[config.mk]
export PLATFORM = sky130hd
export DESIGN_NAME = cmdbuf_regctl
export DESIGN_NICKNAME = d
export VERILOG_FILES = /design/src/rtl/cmdbuf_pkg.sv /design/src/rtl/cmdbuf_loc_ctl.sv /design/src/rtl/cmdbuf_cmd_ctl.sv /design/src/rtl/cmdbuf_rd_mux.sv /design/src/rtl/cmdbuf_regctl.sv
export SDC_FILE = /design/constraint.sdc
export NUM_CORES = 1
export LEC_CHECK = 0
export ABC_AREA = 0
export BUFFER_PORTS_ARGS = -buffer_cell sky130_fd_sc_hd__buf_2
export CAP_MARGIN = 20
export CORE_ASPECT_RATIO = 0.7
export CORE_MARGIN = 5
export CORE_UTILIZATION = 42
export CTS_CLUSTER_SIZE = 10
export DETAILED_ROUTE_END_ITERATION = 8
export PLACE_DENSITY = 0.9
export SYNTH_ARGS = -nofsm -noshare
export SYNTH_HDL_FRONTEND = slang
export SYNTH_SLANG_ARGS = --single-unit
[constraint.sdc]
create_clock -name clk -period 2.7 [get_ports clk]
set_clock_uncertainty 0.2 [all_clocks]
set_input_delay 0.54 -clock clk [delete_from_list [all_inputs] [get_ports clk]]
set_output_delay 0.54 -clock clk [all_outputs]
set_load 0.05 [all_outputs]
[src/rtl/cmdbuf_pkg.sv]
// Package: register offsets, field positions and fixed words for the
// command-response buffer register controller.
// Assumes a 4 KiB page per locality with identical offsets in each page.
package cmdbuf_pkg;
    localparam int PAGE_BITS = 12;

    localparam logic [11:0] OFS_STATUS   = 12'h000;
    localparam logic [11:0] OFS_LOC_CTL  = 12'h008;
    localparam logic [11:0] OFS_ACC_STS  = 12'h00C;
    localparam logic [11:0] OFS_CAPS     = 12'h030;
    localparam logic [11:0] OFS_REQ      = 12'h040;
    localparam logic [11:0] OFS_CTL_STS  = 12'h044;
    localparam logic [11:0] OFS_CANCEL   = 12'h048;
    localparam logic [11:0] OFS_START    = 12'h04C;
    localparam logic [11:0] OFS_CMD_SIZE = 12'h058;
    localparam logic [11:0] OFS_CMD_ADDR = 12'h05C;
    localparam logic [11:0] OFS_RSP_SIZE = 12'h064;
    localparam logic [11:0] OFS_RSP_ADDR = 12'h068;

    // exact command values written to the control registers
    localparam logic [31:0] CMD_BIT0 = 32'h1;
    localparam logic [31:0] CMD_BIT1 = 32'h2;
    localparam logic [31:0] CMD_BIT3 = 32'h8;

    // active locality value when nothing is assigned
    localparam logic [7:0] NO_OWNER = 8'hFF;

    // capability word fields
    localparam logic [3:0] CAP_IF_KIND   = 4'h1;  // buffer interface active
    localparam logic [3:0] CAP_IF_REV    = 4'h1;  // buffer interface revision 1
    localparam logic [1:0] CAP_XFER_64   = 2'b11; // 64-byte transfers
    localparam logic [1:0] CAP_SELECTOR  = 2'b01; // buffer interface selected

    function automatic logic [31:0] caps_word();
        logic [31:0] w;
        w        = '0;
        w[3:0]   = CAP_IF_KIND;
        w[7:4]   = CAP_IF_REV;
        w[8]     = 1'b0;        // locality 0 only
        w[9]     = 1'b0;        // fast idle
        w[12:11] = CAP_XFER_64;
        w[13]    = 1'b0;        // no FIFO
        w[14]    = 1'b1;        // buffer interface supported
        w[18:17] = CAP_SELECTOR;
        return w;
    endfunction
endpackage

[src/rtl/cmdbuf_loc_ctl.sv]
// Locality ownership tracker.
// Acts only on exact request/relinquish values. The reset-establishment
// value and all other values are ignored. Been-seized is never set here
// because seizing is not supported; request clears it.
module cmdbuf_loc_ctl #(
    parameter int LOC_W = 3
) (
    input  logic             clk,
    input  logic             rst_n,
    input  logic             wr_loc_ctl,
    input  logic [31:0]      wdata,
    input  logic [LOC_W-1:0] wr_loc,
    output logic             assigned,
    output logic             granted,
    output logic             seized,
    output logic [LOC_W-1:0] active_loc
);
    import cmdbuf_pkg::*;

    // ownership state update on exact locality-control values
    always_ff @(posedge clk) begin
        if (!rst_n) begin
            assigned   <= 1'b0;
            granted    <= 1'b0;
            seized     <= 1'b0;
            active_loc <= '0;
        end else if (wr_loc_ctl) begin
            if (wdata == CMD_BIT0) begin
                assigned   <= 1'b1;
                granted    <= 1'b1;
                seized     <= 1'b0;
                active_loc <= wr_loc;
            end else if (wdata == CMD_BIT1) begin
                assigned <= 1'b0;
                granted  <= 1'b0;
            end
        end
    end
endmodule

[src/rtl/cmdbuf_cmd_ctl.sv]
// Command handshake: idle/ready state, start hold, cancel forwarding and
// fatal latch. Assumes done_i is a one-cycle pulse. A done while start is
// clear is dropped. Start and cancel outputs are registered one-cycle pulses.
module cmdbuf_cmd_ctl (
    input  logic        clk,
    input  logic        rst_n,
    input  logic        wr_req,
    input  logic        wr_cancel,
    input  logic        wr_start,
    input  logic [31:0] wdata,
    input  logic        owner_match,
    input  logic        done_i,
    input  logic        err_i,
    output logic        start_busy,
    output logic        fatal,
    output logic        idle,
    output logic        start_o,
    output logic        cancel_o
);
    import cmdbuf_pkg::*;

    logic launch;
    assign launch = wr_start && (wdata == CMD_BIT0) && !start_busy && owner_match;

    // idle/ready state from exact control-request values
    always_ff @(posedge clk) begin
        if (!rst_n) begin
            idle <= 1'b1;
        end else if (wr_req) begin
            if (wdata == CMD_BIT0)      idle <= 1'b0;
            else if (wdata == CMD_BIT1) idle <= 1'b1;
        end
    end

    // start hold: set by a launch, cleared by a completion
    always_ff @(posedge clk) begin
        if (!rst_n)                    start_busy <= 1'b0;
        else if (launch)               start_busy <= 1'b1;
        else if (done_i && start_busy) start_busy <= 1'b0;
    end

    // fatal latch, sticky until reset
    always_ff @(posedge clk) begin
        if (!rst_n)                               fatal <= 1'b0;
        else if (done_i && err_i && start_busy)   fatal <= 1'b1;
    end

    // one-cycle strobes to the backend
    always_ff @(posedge clk) begin
        if (!rst_n) begin
            start_o  <= 1'b0;
            cancel_o <= 1'b0;
        end else begin
            start_o  <= launch;
            cancel_o <= wr_cancel && (wdata == CMD_BIT0) && start_busy;
        end
    end
endmodule

[src/rtl/cmdbuf_rd_mux.sv]
// Read path: selects the aligned word by offset and shifts it right by
// whole bytes for narrow little-endian reads. Purely combinational.
module cmdbuf_rd_mux #(
    parameter int          LOC_W    = 3,
    parameter logic [31:0] BUF_SIZE = 32'h0000_0F80,
    parameter logic [31:0] BUF_BASE = 32'hFED4_0080
) (
    input  logic [11:0]      offset,
    input  logic             established,
    input  logic             assigned,
    input  logic [LOC_W-1:0] active_loc,
    input  logic             granted,
    input  logic             seized,
    input  logic             idle,
    input  logic             fatal,
    input  logic             start_busy,
    output logic [31:0]      rdata
);
    import cmdbuf_pkg::*;

    logic [31:0] word;

    // word selection by aligned offset
    always_comb begin
        word = '0;
        unique case ({offset[11:2], 2'b00})
            OFS_STATUS: begin
                word[0]           = ~established;
                word[1]           = assigned;
                word[2 +: LOC_W]  = active_loc;
                word[7]           = 1'b1;
            end
            OFS_ACC_STS:  word = {30'd0, seized, granted};
            OFS_CAPS:     word = caps_word();
            OFS_CTL_STS:  word = {30'd0, idle, fatal};
            OFS_START:    word = {31'd0, start_busy};
            OFS_CMD_SIZE: word = BUF_SIZE;
            OFS_CMD_ADDR: word = BUF_BASE;
            OFS_RSP_SIZE: word = BUF_SIZE;
            OFS_RSP_ADDR: word = BUF_BASE;
            default:      word = '0;
        endcase
    end

    assign rdata = word >> {offset[1:0], 3'b000};
endmodule

[src/rtl/cmdbuf_regctl.sv]
// Top: decodes host writes per locality page, compares the writer page
// against the owning locality, and ties the locality, command and read
// blocks together. Assumes word-wide writes and one access per cycle.
module cmdbuf_regctl #(
    parameter int          LOC_W    = 3,
    parameter logic [31:0] BUF_SIZE = 32'h0000_0F80,
    parameter logic [31:0] BUF_BASE = 32'hFED4_0080,
    localparam int         ADDR_W   = 12 + LOC_W
) (
    input  logic              clk,
    input  logic              rst_n,
    input  logic              bus_wr_en,
    input  logic [ADDR_W-1:0] bus_addr,
    input  logic [31:0]       bus_wdata,
    output logic [31:0]       bus_rdata,
    input  logic              established_i,
    output logic              bkd_start_o,
    output logic              bkd_cancel_o,
    input  logic              bkd_done_i,
    input  logic              bkd_err_i
);
    import cmdbuf_pkg::*;

    logic [11:0]      offset;
    logic [LOC_W-1:0] wr_loc;
    logic             wr_loc_ctl, wr_req, wr_cancel, wr_start;
    logic             loc_assigned, granted, seized;
    logic [LOC_W-1:0] active_loc;
    logic [7:0]       owner_id;
    logic             owner_match;
    logic             start_busy, fatal, idle;

    assign offset = bus_addr[11:0];
    assign wr_loc = bus_addr[ADDR_W-1:PAGE_BITS];

    // write decode: one strobe per writable control register
    assign wr_loc_ctl = bus_wr_en && (offset == OFS_LOC_CTL);
    assign wr_req     = bus_wr_en && (offset == OFS_REQ);
    assign wr_cancel  = bus_wr_en && (offset == OFS_CANCEL);
    assign wr_start   = bus_wr_en && (offset == OFS_START);

    // owning locality, reserved value when unassigned
    assign owner_id    = loc_assigned ? 8'(active_loc) : NO_OWNER;
    assign owner_match = (owner_id == 8'(wr_loc));

    cmdbuf_loc_ctl #(.LOC_W(LOC_W)) u_loc (
        .clk        (clk),
        .rst_n      (rst_n),
        .wr_loc_ctl (wr_loc_ctl),
        .wdata      (bus_wdata),
        .wr_loc     (wr_loc),
        .assigned   (loc_assigned),
        .granted    (granted),
        .seized     (seized),
        .active_loc (active_loc)
    );

    cmdbuf_cmd_ctl u_cmd (
        .clk         (clk),
        .rst_n       (rst_n),
        .wr_req      (wr_req),
        .wr_cancel   (wr_cancel),
        .wr_start    (wr_start),
        .wdata       (bus_wdata),
        .owner_match (owner_match),
        .done_i      (bkd_done_i),
        .err_i       (bkd_err_i),
        .start_busy  (start_busy),
        .fatal       (fatal),
        .idle        (idle),
        .start_o     (bkd_start_o),
        .cancel_o    (bkd_cancel_o)
    );

    cmdbuf_rd_mux #(.LOC_W(LOC_W), .BUF_SIZE(BUF_SIZE), .BUF_BASE(BUF_BASE)) u_rd (
        .offset      (offset),
        .established (established_i),
        .assigned    (loc_assigned),
        .active_loc  (active_loc),
        .granted     (granted),
        .seized      (seized),
        .idle        (idle),
        .fatal       (fatal),
        .start_busy  (start_busy),
        .rdata       (bus_rdata)
    );
endmodule

# After elaboration in Yosys (flattened, before gate mapping)
# Index checks and enable logic that the tools add are counted.
[totals]
regBits = 9
output_inout_bits = 34
[op_classes]
eq_ne = 15
n_shift = 1
n_mux = 10
bitwise_logic = 1
reduce_logical = 22
[ops]
columns = ["operator", "count"]
rows = [
  ["$pmux 24 s3", 1],
  ["$eq 10x5->1 const B", 6],
  ["$eq 12x7->1 const B", 3],
  ["$eq 32x1->1 const B", 1],
  ["$eq 32x2->1 const B", 1],
  ["$shr 32x5->32", 1],
  ["$pmux 5 s5", 1],
  ["$eq 12x4->1 const B", 1],
  ["$logic_and 1x1->1", 12],
  ["$eq 10x2->1 const B", 1],
  ["$eq 10x4->1 const B", 1],
  ["$logic_not 10->1", 1],
  ["$eq 8x3->1", 1],
  ["$mux 8", 1],
  ["$mux 1", 7],
  ["$reduce_and 2->1", 3],
  ["$reduce_or 5->1", 1],
  ["$reduce_bool 2->1", 2],
  ["$reduce_or 2->1", 2],
  ["$logic_not 1->1", 1],
  ["$not 1->1", 1],
]

# Logic depth before layout (Yosys ltp)
[depth]
ltp_word = 6
depth_mapped = 7

# Cells and area by module
# From an unflattened synthesis, not the netlist that was laid out.
[hier_totals]
hier_cells = 182
area_unflattened_um2 = 1385.1
[modules_own_cells]
columns = ["mod", "n_inst", "cells_each", "area_per_inst_um2", "seq_area_each_um2"]
rows = [
  ["cmdbuf_rd_mux", 1, 102, 675.6, 0.0],
  ["cmdbuf_cmd_ctl", 1, 33, 304.0, 100.1],
  ["cmdbuf_loc_ctl", 1, 31, 290.3, 80.1],
  ["cmdbuf_regctl", 1, 16, 115.1, 0.0],
]

# Worst setup path after synthesis
# No wires, ideal clock.
[synth_path]
path_type = "input-to-output"
startpoint = "input bus_addr[9]"
endpoint = "output bus_rdata[26]"
t_arrival_ns = 2.910
required_ns = 1.960
slack_ns = -0.950
stages = 5
n_path_buf = 1
path_cell_list = "nor3b_1 > and2_1 > nand3_1 > nor3_1 > buf_4"
[synth_between]
elab_chain_len = 4
elab_cells_between_ends = 14
cone_classes = "eq/ne (8); shift (1); mux (2); reduce/logical (3)"
[synth_lines]
columns = ["item", "line", "rtl"]
rows = [
  ["start, declared", "cmdbuf_regctl.sv:13", "input logic [ADDR_W-1:0] bus_addr,"],
  ["$eq 10x5->1", "cmdbuf_rd_mux.sv:26", "unique case ({offset[11:2], 2'b00})"],
  ["$reduce_or 2->1 (no line)", "-", ""],
  ["$pmux 24 s3", "cmdbuf_rd_mux.sv:26", ""],
  ["$shr 32x5->32 *", "cmdbuf_rd_mux.sv:45", "assign rdata = word >> {offset[1:0], 3'b000};"],
  ["end, declared", "cmdbuf_regctl.sv:15", "output logic [31:0] bus_rdata,"],
]
# Every way passes the cells marked *; elsewhere a longest branch is shown, timed or not.

# Worst setup path after layout
[layout_path]
startpoint = "input bus_addr[2]"
endpoint = "output bus_rdata[0]"
# The elaborated chain is that of the path after synthesis.

==> results by group <==
Final layout
  – Number of diodes: 0
  – Layout fillers: 223
  – Final #Nets: 319
  – Synth-to-layout area growth: 66.6%
  – Share of cells above drive strength 1: between 50% and 60%
  – Final std cells w/o fill: roughly 300

Clock network
  – TritonCTS buffer count: 3
  – TritonCTS Sinks: 9
  – H-tree level count: 1
  – Deepest clock path buffer count: 2
  – Hold buffers post-CTS: 0
  – Clk pin slew, worst setup/hold paths: 0.04 ns
  – Clock root buffer: clkbuf_8
  – Clk_lat worst skew: 0.23 ns
  – CTS tree: built

Synthesis
  – Leading post-synthesis cells by cell area: dfxtp_1 (14%), buf_4 (9.0%), nor4_1 (6.5%)
  – Post-synth top area cell: dfxtp_1
  – Post-synthesis cell area: 1250 sq um
  – Synthesized netlist cell count: 173
  – Top_reg_cell synth: dfxtp_1
  – Ys async rst share: 0%
  – Number of flops mapped to enable cells by yosys: 0
  – Sequential area share after synthesis: 14.4%
  – Mean Syn Cell Area: 7.21 sq um
  – Seq cells post-synth: 9
  – YS warnings: 0
  – Count of different cell masters after synthesis: 53
  – Top-area cell type share of the netlist area: 14.4%

Floorplanning
  – Die width: 75.1 um
  – Die height: 55.6 um
  – Starting density of the core: 44.2%
  – Die ar.: 4180 sq um
  – Core area: 2820 sq um
  – Core Rows: 16
  – I/O Pins: 87

Pwr
  – Largest vdd supply drop: 0.218 mV
  – Lkg Pwr: 0.896 nW
  – Pwr dens: about 220 nW/um^2

GRT
  – Largest net degree at the start of global routing: 20
  – Met2 usage: 35.1%
  – First-pass GRT wire length: 6.85 mm
  – Grt met1 use: 25.7%
  – Initial antenna violation count: 0
  – Total grt overflow: 0
  – GRT Total Usage: 20.0%
  – Vias in the first global route: 1556
  – GR Layer Usage met3: 1.99%
  – Most used routing layer: met2

Placed design
  – Routability cong.: 0.926
  – Port Buffers: 84
  – Hpwl dp: 3.40 mm
  – Placed Cells: 293

Route
  – DR iter-0 viols: 96
  – Vias per cell: 5.46
  – Drt wl/cell: 14.9 um
  – Post-route ant nets: 0
  – DRC errors left: 0
  – Via count: between 1500 and 2000
  – WL final: 4.48 mm
  – TritonRoute pass-1 iters: 4

Worst setup path
  – CP max FO: 10
  – Cells on worst reg2reg path: 3
  – Slowest library cell on the worst path: a311oi_2
  – CP cell instances: buf_2 -> buf_4 -> and4bb_2 -> o211ai_2 -> and2_2 -> a311oi_2 -> buf_6
  – FF-to-FF setup slack: 1.44 ns
  – Critical R2R Capture: u_cmd.start_busy
  – CP top delay family: simple AND/OR/NAND/NOR gates
  – Worst Setup End Kind: primary output
  – Worst EP arrival: 1.99 ns
  – CP peak stage delay: 0.31 ns
  – CP Data Required Time: about 2.0 ns
  – Buf/Inv on CP: 3
  – Worst r2r src: u_cmd.start_busy
  – Critical path type: input port to primary output
  – Critical path startpoint category: input port

Timing
  – Final Setup Violations: 1
  – Final worst slack: -0.0269 ns
  – Fin. max-slew vios: 0
  – Final hold violations: 0
  – Tcrit/Tclk final: 101%
  – Unrepaired setup endpoints after global routing: yes
  – Clock period minus worst slack: 2.73 ns
  – WHS: roughly 0.29 ns
  – Peak Freq: 0.367 GHz

Min path
  – Hold wc startpoint: u_loc.assigned
  – Type of the most critical hold path: flip-flop to flip-flop
  – Hold Path Sink: u_loc.assigned
  – Hold depth: 2

Outcome
  – Status: finished, violations left
  – Failing checks: negative setup slack

Run
  – Max-Cap Viols: 0
==> metrics by stage <==
stage                     utilization [%]  area, sq um  power (mW)  setup slack (ns)  setup TNS [ns]
after floorplan                         -         1320       0.218            -0.181           -1.87
after global placement               63.1         1780       0.285            -0.107          -0.535
after detailed placement             63.1         1780       0.289            -0.126          -0.730
after CTS                            67.1         1890       0.447           -0.0387          -0.155
after global routing                 73.6         2080       0.486           -0.0609          -0.406
final                                73.6         2080       0.464           -0.0269         -0.0269
==> cells in the final DEF (no fill, tap or decap), types with 4 or more instances in the layout <==
cell,n
o21ai_1,4
nor3_1,6
nand4_1,6
buf_6,22
nand2b_1,4
a21oi_2,4
nand3_1,4
xnor2_1,5
nand2_1,18
nor2_1,12
buf_4,23
mux2i_1,4
nor4_1,12
buf_2,61
dfxtp_1,9
a21oi_1,6
==> power breakdown <==
part                 switching, mW  internal [mW]  leakage, nW  total, mW
logic                       0.0970         0.0796        0.801      0.177
clock network               0.0511          0.103       0.0228      0.154
registers      0.00000000000000362          0.133       0.0725      0.133
==> cells by family after synthesis <==
group                  Yosys count  share of synthesized area (%)
AO/OA/AOI/OAI                   27                           14.2
XOR/XNOR                         5                           3.51
buffers and inverters           26                           14.1
flip-flops                       9                           14.4
multiplexers                     5                           4.11
other                            1                          0.301
AND/OR/NAND/NOR                100                           49.2
==> how the worst max path moves through the flow <==
stage | cells after the start | to | slack [ns] | from
finish | 7 | bus_rdata[0] | -0.03 | bus_addr[2]
global route | 9 | bus_rdata[9] | -0.06 | bus_addr[11]
CTS | 7 | bus_rdata[12] | -0.04 | bus_addr[6]
detailed placement | 6 | bus_rdata[1] | -0.13 | bus_addr[11]
global placement | 6 | bus_rdata[1] | -0.11 | bus_addr[11]
floorplan | 5 | bus_rdata[26] | -0.18 | bus_addr[9]
==> Yosys cell counts (all sizes together) (2+ instances only) <==
| master | number |
|---|---|
| or2 | 2 |
| nor4b | 5 |
| nand2b | 6 |
| and4 | 2 |
| xnor2 | 5 |
| dfxtp | 9 |
| o22ai | 2 |
| nor2 | 14 |
| buf | 21 |
| inv | 3 |
| nand2 | 18 |
| clkbuf | 2 |
| and4bb | 2 |
| nor4 | 15 |
| nand4 | 6 |
| nand3 | 6 |
| o21ai | 6 |
| nor3 | 10 |
| and2 | 2 |
| and3 | 3 |
| mux2i | 4 |
| a21oi | 10 |
| nand4b | 2 |
==> worst reg2reg max path: cells and delay by family, from the launching register on <==
kind / cells / cell delay, ns
DFF: 1 / 0.34
AOI/OAI and AO/OA: 1 / 0.14
and+or+nand+nor: 2 / 0.50
==> timing repair <==
action / in CTS / in global routing
buffers inserted: 1 / 2
pin swaps: 4 / 8
setup endpoints to repair: 18 / 28
resized for setup: 20 / 52
gates cloned: 0 / 1
==> flip-flops by register name (all words and copies together), names as in the netlist <==
| signal | flops |
|---|---|
| u_cmd.idle | 1 |
| u_cmd.start_busy | 1 |
| u_loc.active_loc | 3 |
| u_cmd.fatal | 1 |
| u_cmd.start_o | 1 |
| u_loc.assigned | 1 |
| u_cmd.cancel_o | 1 |
==> final cells by class <==
class                   instances  area, sq um  share of cell area (%)
clock buffers                   4         45.0                    2.17
inverters                       3         11.3                   0.542
multi-input cells             139         1030                    49.4
flip-flops and latches          9          180                    8.67
well taps                      36         45.0                    2.17
repair buffers                110          771                    37.1
==> layer usage <==
| layer | wire length [um] | share of wire, % |
|---|---|---|
| met3 | 325 | 7.3 |
| met1 | 1820 | 41 |
| met5 | 0 | 0 |
| met4 | 55 | 1.2 |
| met2 | 2270 | 51 |
Power figures use the tool's default switching activity.
